[src/rtl/tick_timer_pkg.sv]
package tick_timer_pkg;
  localparam int unsigned REG_AW = 8;
  localparam int unsigned REG_DW = 32;
  localparam int unsigned PS_W   = 3;
  localparam int unsigned MODE_W = 4;

  localparam logic [REG_AW-1:0] OFS_PARAM = 8'h04;
  localparam logic [REG_AW-1:0] OFS_CTRL  = 8'h10;
  localparam logic [REG_AW-1:0] OFS_CNT   = 8'h14;
  localparam logic [REG_AW-1:0] OFS_TERM  = 8'h18;
  localparam logic [REG_AW-1:0] OFS_STAT  = 8'h1C;
  localparam logic [REG_AW-1:0] OFS_CHCTL = 8'h20;
  localparam logic [REG_AW-1:0] OFS_CHVAL = 8'h24;

  localparam logic [MODE_W-1:0] MODE_OFF   = 4'h0;
  localparam logic [MODE_W-1:0] MODE_SWCMP = 4'h4;
endpackage

[src/rtl/tick_timer_presc.sv]
module tick_timer_presc #(
  parameter int unsigned SEL_W = 3
) (
  input  logic             clk_i,
  input  logic             rst_ni,
  input  logic             run_i,
  input  logic             sync_clr_i,
  input  logic [SEL_W-1:0] sel_i,
  output logic             tick_o
);
  localparam int unsigned DIV_W = (2 ** SEL_W) - 1;

  logic [DIV_W-1:0] phase_q;
  logic [DIV_W-1:0] mask;

  assign mask   = ~({DIV_W{1'b1}} << sel_i);
  assign tick_o = run_i && ((phase_q & mask) == mask);

  always_ff @(posedge clk_i or negedge rst_ni) begin
    if (!rst_ni) begin
      phase_q <= '0;
    end else if (sync_clr_i || !run_i) begin
      phase_q <= '0;
    end else begin
      phase_q <= phase_q + 1'b1;
    end
  end
endmodule

[src/rtl/tick_timer_cnt.sv]
module tick_timer_cnt #(
  parameter int unsigned CNT_W = 32
) (
  input  logic             clk_i,
  input  logic             rst_ni,
  input  logic             tick_i,
  input  logic             clr_i,
  input  logic [CNT_W-1:0] term_i,
  output logic [CNT_W-1:0] cnt_o,
  output logic             adv_o,
  output logic             wrap_o
);
  logic [CNT_W-1:0] cnt_q;
  logic             adv_q;

  assign wrap_o = tick_i && !clr_i && (cnt_q == term_i);
  assign cnt_o  = cnt_q;
  assign adv_o  = adv_q;

  always_ff @(posedge clk_i or negedge rst_ni) begin
    if (!rst_ni) begin
      cnt_q <= '0;
      adv_q <= 1'b0;
    end else if (clr_i) begin
      cnt_q <= '0;
      adv_q <= 1'b0;
    end else if (tick_i) begin
      cnt_q <= wrap_o ? '0 : cnt_q + 1'b1;
      adv_q <= 1'b1;
    end else begin
      adv_q <= 1'b0;
    end
  end
endmodule

[src/rtl/tick_timer_chan.sv]
module tick_timer_chan
  import tick_timer_pkg::*;
#(
  parameter int unsigned CNT_W = 32
) (
  input  logic              clk_i,
  input  logic              rst_ni,
  input  logic              cfg_we_i,
  input  logic [MODE_W-1:0] cfg_mode_i,
  input  logic              cfg_ie_i,
  input  logic              val_we_i,
  input  logic [CNT_W-1:0]  val_wdata_i,
  input  logic              clr_i,
  input  logic [CNT_W-1:0]  cnt_i,
  input  logic              adv_i,
  output logic [MODE_W-1:0] mode_o,
  output logic              ie_o,
  output logic [CNT_W-1:0]  val_o,
  output logic              flag_o,
  output logic              set_o,
  output logic              irq_o
);
  logic [MODE_W-1:0] mode_q;
  logic              ie_q, ie_d;
  logic [CNT_W-1:0]  val_q;
  logic              flag_q, flag_d;
  logic              irq_q;

  // a match only counts on the step that lands on the value
  assign set_o  = (mode_q == MODE_SWCMP) && adv_i && (cnt_i == val_q);
  assign flag_d = set_o || (flag_q && !clr_i);
  assign ie_d   = cfg_we_i ? cfg_ie_i : ie_q;

  always_ff @(posedge clk_i or negedge rst_ni) begin
    if (!rst_ni) begin
      mode_q <= MODE_OFF;
      ie_q   <= 1'b0;
      val_q  <= '0;
      flag_q <= 1'b0;
      irq_q  <= 1'b0;
    end else begin
      if (cfg_we_i) begin
        mode_q <= cfg_mode_i;
      end
      if (val_we_i) begin
        val_q <= val_wdata_i;
      end
      ie_q   <= ie_d;
      flag_q <= flag_d;
      irq_q  <= flag_d && ie_d;
    end
  end

  assign mode_o = mode_q;
  assign ie_o   = ie_q;
  assign val_o  = val_q;
  assign flag_o = flag_q;
  assign irq_o  = irq_q;
endmodule

[src/rtl/tick_timer.sv]
module tick_timer
  import tick_timer_pkg::*;
#(
  parameter int unsigned CNT_W = 32
) (
  input  logic              clk_i,
  input  logic              rst_ni,
  input  logic              wr_en_i,
  input  logic [REG_AW-1:0] addr_i,
  input  logic [REG_DW-1:0] wdata_i,
  output logic [REG_DW-1:0] rdata_o,
  output logic              irq_o
);
  localparam logic [7:0] WIDTH_CODE = 8'(CNT_W);

  logic wr_ctrl, wr_cnt, wr_term, wr_stat, wr_chctl, wr_chval;
  assign wr_ctrl  = wr_en_i && (addr_i == OFS_CTRL);
  assign wr_cnt   = wr_en_i && (addr_i == OFS_CNT);
  assign wr_term  = wr_en_i && (addr_i == OFS_TERM);
  assign wr_stat  = wr_en_i && (addr_i == OFS_STAT);
  assign wr_chctl = wr_en_i && (addr_i == OFS_CHCTL);
  assign wr_chval = wr_en_i && (addr_i == OFS_CHVAL);

  logic [PS_W-1:0]  presc_q;
  logic             run_q;
  logic             ovf_q;
  logic [CNT_W-1:0] term_q;

  logic             tick;
  logic [CNT_W-1:0] cnt;
  logic             adv;
  logic             wrap;

  logic [MODE_W-1:0] ch_mode;
  logic              ch_ie;
  logic [CNT_W-1:0]  ch_val;
  logic              ch_flag;
  logic              ch_set;
  logic              ch_clr;

  logic unused_wdata;
  assign unused_wdata = ^wdata_i;

  always_ff @(posedge clk_i or negedge rst_ni) begin
    if (!rst_ni) begin
      presc_q <= '0;
      run_q   <= 1'b0;
      ovf_q   <= 1'b0;
      term_q  <= '1;
    end else begin
      if (wr_ctrl) begin
        presc_q <= wdata_i[PS_W-1:0];
        run_q   <= wdata_i[3];
      end
      if (wr_term) begin
        term_q <= wdata_i[CNT_W-1:0];
      end
      ovf_q <= wrap || (ovf_q && !(wr_ctrl && wdata_i[7]));
    end
  end

  tick_timer_presc #(.SEL_W(PS_W)) u_presc (
    .clk_i      (clk_i),
    .rst_ni     (rst_ni),
    .run_i      (run_q),
    .sync_clr_i (wr_cnt),
    .sel_i      (presc_q),
    .tick_o     (tick)
  );

  tick_timer_cnt #(.CNT_W(CNT_W)) u_cnt (
    .clk_i  (clk_i),
    .rst_ni (rst_ni),
    .tick_i (tick),
    .clr_i  (wr_cnt),
    .term_i (term_q),
    .cnt_o  (cnt),
    .adv_o  (adv),
    .wrap_o (wrap)
  );

  assign ch_clr = (wr_chctl && wdata_i[7]) || (wr_stat && wdata_i[0]);

  tick_timer_chan #(.CNT_W(CNT_W)) u_chan (
    .clk_i       (clk_i),
    .rst_ni      (rst_ni),
    .cfg_we_i    (wr_chctl),
    .cfg_mode_i  (wdata_i[5:2]),
    .cfg_ie_i    (wdata_i[6]),
    .val_we_i    (wr_chval),
    .val_wdata_i (wdata_i[CNT_W-1:0]),
    .clr_i       (ch_clr),
    .cnt_i       (cnt),
    .adv_i       (adv),
    .mode_o      (ch_mode),
    .ie_o        (ch_ie),
    .val_o       (ch_val),
    .flag_o      (ch_flag),
    .set_o       (ch_set),
    .irq_o       (irq_o)
  );

  always_comb begin
    unique case (addr_i)
      OFS_PARAM: rdata_o = {8'h00, WIDTH_CODE, 16'h0000};
      OFS_CTRL:  rdata_o = {24'h0, ovf_q, 3'b000, run_q, presc_q};
      OFS_CNT:   rdata_o = 32'(cnt);
      OFS_TERM:  rdata_o = 32'(term_q);
      OFS_STAT:  rdata_o = {31'h0, ch_flag};
      OFS_CHCTL: rdata_o = {24'h0, ch_flag, ch_ie, ch_mode, 2'b00};
      OFS_CHVAL: rdata_o = 32'(ch_val);
      default:   rdata_o = '0;
    endcase
  end
endmodule

[config.mk]
export PLATFORM = sky130hd
export DESIGN_NAME = tick_timer
export DESIGN_NICKNAME = d
export VERILOG_FILES = /design/src/rtl/tick_timer_pkg.sv /design/src/rtl/tick_timer_presc.sv /design/src/rtl/tick_timer_cnt.sv /design/src/rtl/tick_timer_chan.sv /design/src/rtl/tick_timer.sv
export SDC_FILE = /design/constraint.sdc
export NUM_CORES = 1
export LEC_CHECK = 0
export ABC_CLOCK_PERIOD_IN_PS = 2200
export BUFFER_PORTS_ARGS = -buffer_cell sky130_fd_sc_hd__buf_2
export CELL_PAD_IN_SITES_DETAIL_PLACEMENT = 1
export CELL_PAD_IN_SITES_GLOBAL_PLACEMENT = 2
export CORE_ASPECT_RATIO = 0.75
export CORE_MARGIN = 2
export CORE_UTILIZATION = 31
export DETAILED_ROUTE_END_ITERATION = 12
export PLACE_DENSITY = 0.76
export SYNTH_ARGS = -nofsm -noshare
export SYNTH_HDL_FRONTEND = slang
export SYNTH_SLANG_ARGS = --single-unit
[constraint.sdc]
create_clock -name clk_i -period 2.2 [get_ports clk_i]
set_input_delay 0.11 -clock clk_i [delete_from_list [all_inputs] [get_ports clk_i]]
set_output_delay 0.11 -clock clk_i [all_outputs]
set_load 0.01 [all_outputs]
==> results.cfg <==
[outcome]
outcome = complete, no violations

[clocking]
cts_max_level = 4
clock_latency_ns = 0.43
clk_path_buf_depth = 2
cts_made_buffers = 17
root_buffer = clkbuf_16
cts.sinks = 116
cts_tree = yes
clkSlewWorstSetupHoldPaths_ns = 0.06

[synthesis]
synth_top_cell_by_area = dfrtp_1
synth_common_cells = dfrtp_1 (84), xnor2_1 (67), nand2_1 (40)
netlist_area_sq_mm = 0.00699
yosysTopAreaCellShare_pct = 30.1
async_reset_ff_share_pct = 100
synthDistinctLibCells = 68
ys_seq_elements = 116
synth_flop_cell = dfrtp_1
synth_cells = 643
synth_nets = 688
ys_seq_area_share_pct = 42.1
syn_area_per_cell_sq_um = 10.9
synth-edff-count = 0
yosys.cell_count.top_type = dfrtp_1
yosys_warnings = 0
synth_area_leaders = dfrtp_1 (30%), dfstp_2 (12%), xnor2_1 (8.4%)

[layout]
multiInputGateArea_sq_mm = 0.00369
fin_util_pct = 40.6
syn_to_final_growth_pct = 28.3
finalNetCount = 828
diodes = 0
drive_gt1_share_pct = 37.2
stdcell_count = 1090
fillers = 2495
seq_area_sq_mm = 0.00295
final_cell_area_sq_mm = 0.00897

[drt]
vias = 5913
drc = 0
detail_route.first_pass.iterations = 6
drtIter0Drc = 564
routed_wl_microns = 24200
viasPerCell = 5.42
wl_per_cell_microns = 22.2
ant_nets = 0

[grt]
antenna_found_initial = 0
grt_usage_pct = 21.3
grt_pass1_wl_microns = 38800
grt_pass1_vias = 6500
grt_max_degree = 61
grt-ovfl-total = 0

[setup_path]
cp.required_ns = 2.48
reg2reg_to = u_cnt.cnt_o[6]
reg2reg_depth = 6
r2r_slack_ns = 0.07
critical_path_class = register to register
critical_path.max_fanout = 18
reg2reg_from = u_presc.phase_q[0]
crit_start = u_presc.phase_q[0]
start_kind = register
end_kind = register
cp.arrival_ns = 2.41

[sta]
slew_headroom_pct = 55.1
hold_viol_final = 0
rsz0062_at_grt = yes
tightest_slew_ns = 0.673
clock_skew_ns = 0.00823
maxSlewViolCount = 0
fmax_ghz = 0.470
finalCriticalPeriod_ns = 2.13
setup_tns_ns = 0
setup_violations = 0
layout_worst_path_cycle_share_pct = 96.7

[floorplan]
core_sq_mm = 0.0221
start_util_pct = 31.6
num_rows = 47
die_width_microns = 177
dieArea_sq_mm = 0.0238
die_y_microns = 134
ioPinCount = 76

[placement]
gp_congestion = 0.848
dp_hpwl_microns = 17400
placed_area_sq_mm = 0.00791
placed_cells = 1014
io_buffers = 75

[power]
peakVddDrop_v = 0.000538
power_density_mw_per_mm2 = 632
leakagePower_nw = 4.08

[min_path]
hold_path_depth = 3
min-delay-start = wdata_i[7]
hold_class = input port to register
whs_endpoint = term_q[7]

[run]
cap_violations = 0
-- final cells by class --
type | instances | area share [%]
multi-input combinational | 439 | 41.1
sequential | 116 | 32.9
timing repair buffer | 175 | 14.2
clock buffer | 17 | 4.74
tap | 294 | 4.10
clock inverter | 15 | 1.49
inverter | 34 | 1.42
-- critical path, cell delays in order, from the launching register on --
cell     delay, ns
dfrtp_1       0.44
nand4_1       0.12
o21ai_1       0.16
and3_1        0.33
and2_1        0.24
nand3_4       0.26
o41ai_1       0.43
-- worst max path at each step --
stage,depth (start not counted),slack (ns),end
final,6,0.07,u_cnt.cnt_o[6]
after global routing,6,-0.02,u_cnt.cnt_o[6]
after CTS,8,0.003,u_cnt.cnt_o[29]
after detailed placement,6,-0.31,u_cnt.cnt_o[16]
after global placement,7,-0.24,u_cnt.cnt_o[25]
after floorplan,7,0.35,u_cnt.cnt_o[24]
-- what timing repair did --
action / CTS / global route
hold buffers: 32 / 0
buffers inserted: 7 / 4
resized for setup: 10 / 13
hold endpoints to repair: 96 / 0
gates cloned: 1 / 0
pin swaps: 5 / 7
endpoints found under the setup margin: 33 / 32
-- kinds of logic after synthesis --
| kind of cell | synth area share (%) |
|---|---|
| AND/OR/NAND/NOR | 16.4 |
| flip-flops | 42.1 |
| AO/OA/AOI/OAI | 11.6 |
| buffers and inverters | 6.46 |
| XOR/XNOR | 9.77 |
| multiplexers | 13.3 |
| adder cells (fa/ha/maj) | 0.358 |
-- report_power, final --
part / switching [W] / total [W] / internal [W]
combinational: 0.000306 / 0.000601 / 0.000295
clock: 0.00121 / 0.00270 / 0.00149
sequential: 0.000124 / 0.00237 / 0.00225
-- stage by stage --
step	power (W)	hold WS, ns	setup slack, ns
2_1_floorplan	0.00265	-0.186	0.347
3_3_place_gp	0.00290	0.0515	-0.240
3_5_place_dp	0.00293	0.0600	-0.308
4_1_cts	0.00568	0.0257	0.00285
5_1_grt	0.00585	0.0266	-0.0211
6_report	0.00567	0.0300	0.0726
-- flip-flops by register name (all words and copies together), names as in the netlist --
signal	flops
u_chan.ie_o	1
run_q	1
u_cnt.adv_o	1
presc_q	3
u_presc.phase_q	7
u_cnt.cnt_o	32
u_chan.mode_o	4
u_chan.flag_o	1
ovf_q	1
term_q	32
u_chan.irq_o	1
u_chan.val_o	32
-- metal layers --
layer	track usage, %	wire length [microns]
met5	0	0
met4	5.60	501
met2	33.0	11000
met1	29.5	11300
met3	5.58	1380
-- placed cells by master (no fill, tap or decap), types with 8 or more instances in the layout --
| cell | instances |
|---|---|
| nand4_1 | 30 |
| o21ai_0 | 9 |
| nand3_1 | 23 |
| dlygate4sd3_1 | 32 |
| mux2_2 | 15 |
| xnor2_1 | 62 |
| clkbuf_16 | 17 |
| and2_1 | 8 |
| inv_1 | 34 |
| a222oi_1 | 30 |
| dfrtp_2 | 9 |
| mux2_4 | 29 |
| and3_1 | 12 |
| xor2_1 | 11 |
| nand2_1 | 40 |
| nor2_1 | 21 |
| buf_4 | 63 |
| dfstp_2 | 32 |
| mux2_1 | 27 |
| o31ai_1 | 9 |
| buf_2 | 74 |
| dfrtp_1 | 75 |
No activity file was read; power rests on OpenSTA's default activity.
